[config.mk]
export PLATFORM = sky130hd
export DESIGN_NAME = fsk_pwm_tx
export DESIGN_NICKNAME = d
export VERILOG_FILES = /design/src/rtl/fsk_pwm_tx.sv
export SDC_FILE = /design/constraint.sdc
export NUM_CORES = 1
export LEC_CHECK = 0
export ABC_AREA = 1
export BUFFER_PORTS_ARGS = -buffer_cell sky130_fd_sc_hd__buf_2
export CAP_MARGIN = 20
export CORE_ASPECT_RATIO = 1.1
export CORE_UTILIZATION = 55
export CTS_BUF_LIST = sky130_fd_sc_hd__clkbuf_8
export DETAILED_ROUTE_END_ITERATION = 7
export PLACE_DENSITY = 0.7
export SKIP_CTS_REPAIR_TIMING = 1
export SYNTH_ARGS = -nofsm -noshare
export SYNTH_HDL_FRONTEND = slang
export SYNTH_SLANG_ARGS = --single-unit
export TNS_END_PERCENT = 10
[constraint.sdc]
create_clock -name clk -period 4.2 [get_ports clk]
set_input_delay 0.84 -clock clk [delete_from_list [all_inputs] [get_ports clk]]
set_output_delay 0.84 -clock clk [all_outputs]
set_load 0.01 [all_outputs]
[src/rtl/fsk_pwm_tx.sv]
module fsk_pwm_tx #(
  parameter int BIT_PERIOD   = 16,
  parameter int MARK_PERIOD  = 4,
  parameter int SPACE_PERIOD = 6,
  parameter int WORD_BITS    = 11,
  parameter int WORDS        = 3,
  parameter int FRAME_BITS   = 209,
  parameter logic [WORD_BITS*WORDS-1:0] PKT0 = 33'h0_F0C3_A55A,
  parameter logic [WORD_BITS*WORDS-1:0] PKT1 = 33'h1_2D4B_7E19
) (
  input  logic clk,
  input  logic rst,
  input  logic pkt_sel,
  output logic pwm_p,
  output logic pwm_n,
  output logic tx_active
);
  localparam int DATA_BITS = WORD_BITS * WORDS;
  localparam int BW   = $clog2(BIT_PERIOD);
  localparam int FW   = $clog2(FRAME_BITS);
  localparam int MAXP = (MARK_PERIOD > SPACE_PERIOD) ? MARK_PERIOD : SPACE_PERIOD;
  localparam int CW   = $clog2(MAXP + 1);

  logic [BW-1:0]        bit_cnt;
  logic [FW-1:0]        frame_idx;
  logic                 sel_q;
  logic [CW-1:0]        car_cnt, per_q, per_eff;
  logic [DATA_BITS-1:0] pkt, pkt_sh;
  logic                 bit_end, frame_end, sending, cur_bit, car_hi;

  assign bit_end   = bit_cnt == BW'(BIT_PERIOD - 1);
  assign frame_end = bit_end && (frame_idx == FW'(FRAME_BITS - 1));
  assign sending   = frame_idx < FW'(DATA_BITS);
  assign pkt       = sel_q ? PKT1 : PKT0;
  assign pkt_sh    = pkt << frame_idx;
  assign cur_bit   = pkt_sh[DATA_BITS-1];
  assign per_eff   = (car_cnt == '0) ? (cur_bit ? CW'(MARK_PERIOD) : CW'(SPACE_PERIOD)) : per_q;
  assign car_hi    = car_cnt < (per_eff >> 1);

  assign tx_active = !rst && sending;
  assign pwm_p     = tx_active && car_hi;
  assign pwm_n     = tx_active && !car_hi;

  always_ff @(posedge clk) begin
    if (rst) begin
      bit_cnt   <= '0;
      frame_idx <= '0;
      sel_q     <= pkt_sel;
    end else begin
      bit_cnt <= bit_end ? '0 : bit_cnt + 1'b1;
      if (frame_end) begin
        frame_idx <= '0;
        sel_q     <= pkt_sel;
      end else if (bit_end) begin
        frame_idx <= frame_idx + 1'b1;
      end
    end
  end

  always_ff @(posedge clk) begin
    if (rst || !sending) begin
      car_cnt <= '0;
      per_q   <= per_eff;
    end else begin
      car_cnt <= (car_cnt == per_eff - 1'b1) ? '0 : car_cnt + 1'b1;
      per_q   <= per_eff;
    end
  end
endmodule

==> impl_metrics.json <==
{
  "status": "finished, final reports clean",
  "worstPathMaxFanout": 9,
  "ys.flop_type": "dfxtp_1",
  "synth-seq-cells": 19,
  "post_synth_num_cell_types": 29,
  "io_buffers": 5,
  "maxSlewHeadroom_pct": 74.9,
  "cts_buffers": 3,
  "min_from": "bit_cnt[0]",
  "hold_viol_final": 0,
  "cts.path.max_buffers": 2,
  "setup_tns_ns": 0,
  "setup_viol": 0,
  "post-place-ws_ns": 1.62,
  "coreArea_um2": 2020,
  "reg2reg_slack_ns": 2.37,
  "regToRegStartpoint": "sel_q",
  "initial_core_util_pct": 58.6,
  "dp_hpwl_mm": 1.73,
  "period_minus_slack_ns": 2.87,
  "netlist.top_cell.by_area": "dfxtp_1",
  "cts_max_level": 1,
  "routed_via_density": 5.08,
  "critical_path_class": "reg -> out",
  "drive_gt1_share_pct": 11.5,
  "cts_tree": "done",
  "rsz0062_at_grt": "no",
  "wirelength_mm": 2.24,
  "firstDrtPassIters": 4,
  "ant_nets": 0,
  "power_density_nw_per_um2": 348,
  "synth_common_cells": "nand2_1, nor2_1, inv_1, nand3_1, dfxtp_1",
  "yosys-top-cells-area": "dfxtp_1, nand2_1, nor2_1",
  "grt_pass1_wl_mm": 3.62,
  "area_delta_synth_final_pct": 6.87,
  "rows": 17,
  "synth_area_um2": 1180,
  "gp_congestion": 0.867,
  "synth_top_area_share_pct": 30.4,
  "max-vdd-ir-drop_uv": 253,
  "final_nets": 192,
  "netlist_instances": 176,
  "syn-num-nets": 185,
  "ys_async_sr_fraction_pct": 0,
  "worstPathArrival_ns": 2.03,
  "whs_endpoint": "bit_cnt[0]",
  "rr_worst_depth": 16,
  "wl_per_cell_um": 10.7,
  "synth-edff-count": 1,
  "timing.rr.end": "car_cnt[0]",
  "yosysMostFrequentCell": "nand2_1",
  "die-area_um2": 2340,
  "worst_pin_slew_ns": 0.374,
  "required_ns": 3.36,
  "antenna_found_initial": 0,
  "grt_pass1_vias": 885,
  "hold_class": "reg -> reg",
  "finalCritPeriodShare_pct": 68.3,
  "clock.fmax_ghz": 0.349,
  "drc": 0,
  "seq_area_frac_synth_pct": 33.0,
  "slew_violations": 0,
  "clk_pin_slew_ns": 0.07,
  "syn_area_per_cell_um2": 6.73,
  "io_pins": 6,
  "gr-total-overflow": 0,
  "grt_use_total_pct": 21.0,
  "min_path_cells": 1,
  "die_y_um": 50.7,
  "drt-initial-drc-count": 20,
  "finClkSkew_ns": 0.00314,
  "worstSetupStartpointType": "flip-flop",
  "p_leak_nw": 0.595,
  "fin_ws_ns": 1.33,
  "critPathCaptureType": "output pin",
  "clock-sinks": 19,
  "grt_max_degree": 12,
  "maxCapViolations": 0,
  "antenna_cells": 0,
  "worstSkewPairLatency_ns": 0.25,
  "ys.warnings.count": 0,
  "die_w_um": 46.2,
  "via_count": 1067,
  "cts-root-buf": "clkbuf_8"
}
==> power by group <==
group | internal [mW] | total, mW | switching, mW
clock network | 0.0648 | 0.120 | 0.0553
registers | 0.196 | 0.208 | 0.0114
logic | 0.0430 | 0.113 | 0.0698
total | 0.304 | 0.441 | 0.137
==> layer usage <==
metal / GRT usage (%) / up-vias / routed length, µm
li1: - / 571 / -
met4: 7.35 / 0 / 16
met2: 35.7 / 18 / 1110
met5: 0 / - / 0
met3: 3.24 / 2 / 57
met1: 25.8 / 476 / 1060
==> how the worst max path moves through the flow <==
stage | startpoint | end | cells after the start
after floorplan | frame_idx[7] | pwm_p | 14
after global placement | frame_idx[7] | pwm_p | 15
after detailed placement | frame_idx[0] | pwm_p | 15
after CTS | frame_idx[0] | pwm_p | 15
after global routing | frame_idx[0] | pwm_p | 15
final | frame_idx[0] | pwm_p | 15
==> cell type report <==
| type | count | area [µm²] |
|---|---|---|
| Sequential cell | 19 | 390 |
| Clock buffer | 3 | 41.3 |
| Inverter | 27 | 104 |
| Clock inverter | 1 | 3.75 |
| Multi-Input combinational cell | 127 | 666 |
| Timing Repair Buffer | 5 | 25.0 |
| Tap cell | 28 | 35.0 |
| Fill cell | 183 | 756 |
==> worst max-delay path, cell delays in order (launching register included) <==
cell and delay [ns]:
dfxtp_1 0.53, inv_1 0.13, nand2_1 0.09, nand3_1 0.07, nand2_1 0.06, nand2_1 0.04
nand2_1 0.05, nand2_1 0.04, nand2_1 0.06, nand3_2 0.07, nand3_2 0.10, nand2_4 0.07
o21ai_1 0.12, nand2_1 0.07, nor3_1 0.12, buf_2 0.15
==> cell families (layout without fill, tap and decap cells) <==
family                     Yosys count  in the layout  synth area share (%)
and+or+nand+nor                    103            103                  40.2
buffers and inverters               30             36                  10.8
DFF                                 19             19                  33.0
AOI/OAI and AO/OA                   14             14                  6.76
adders and majority gates            6              6                  6.34
xor gates and xnor gates             4              4                  2.96
==> cell usage in the layout (no fill, tap or decap) <==
| master | instances |
|---|---|
| or2_2 | 1 |
| a21oi_1 | 7 |
| inv_2 | 1 |
| nand2_4 | 1 |
| xnor2_1 | 1 |
| inv_1 | 26 |
| o21ai_0 | 3 |
| o21ai_1 | 1 |
| nand3_1 | 19 |
| nand2_2 | 3 |
| xor2_1 | 3 |
| nor3_1 | 2 |
| a21oi_2 | 1 |
| ha_1 | 6 |
| nand3_2 | 3 |
| nand4_1 | 5 |
| o21ai_2 | 1 |
| nor2_4 | 1 |
| dfxtp_1 | 18 |
| o211ai_1 | 1 |
| nor3b_1 | 1 |
| edfxtp_1 | 1 |
| clkbuf_8 | 3 |
| buf_2 | 5 |
| nor2_1 | 26 |
| inv_4 | 1 |
| nand2_1 | 40 |
| nor4_1 | 1 |
==> through the flow <==
stage	total power, mW	hold WS [ns]	instance area (µm²)	instances	util (%)
after global placement	0.321	0.428	1220	206	60.4
after floorplan	0.300	0.417	1180	176	-
after CTS	0.445	0.452	1260	210	62.6
after global routing	0.470	0.475	1260	210	62.6
after detailed placement	0.324	0.442	1220	206	60.4
final	0.441	0.446	1260	210	62.6
==> flip-flops by register name, summed over array words and instances (netlist names) <==
signal	cells
car_cnt	3
bit_cnt	4
frame_idx	8
per_q	3
sel_q	1
Note: power is estimated with default switching activity, not from simulation.
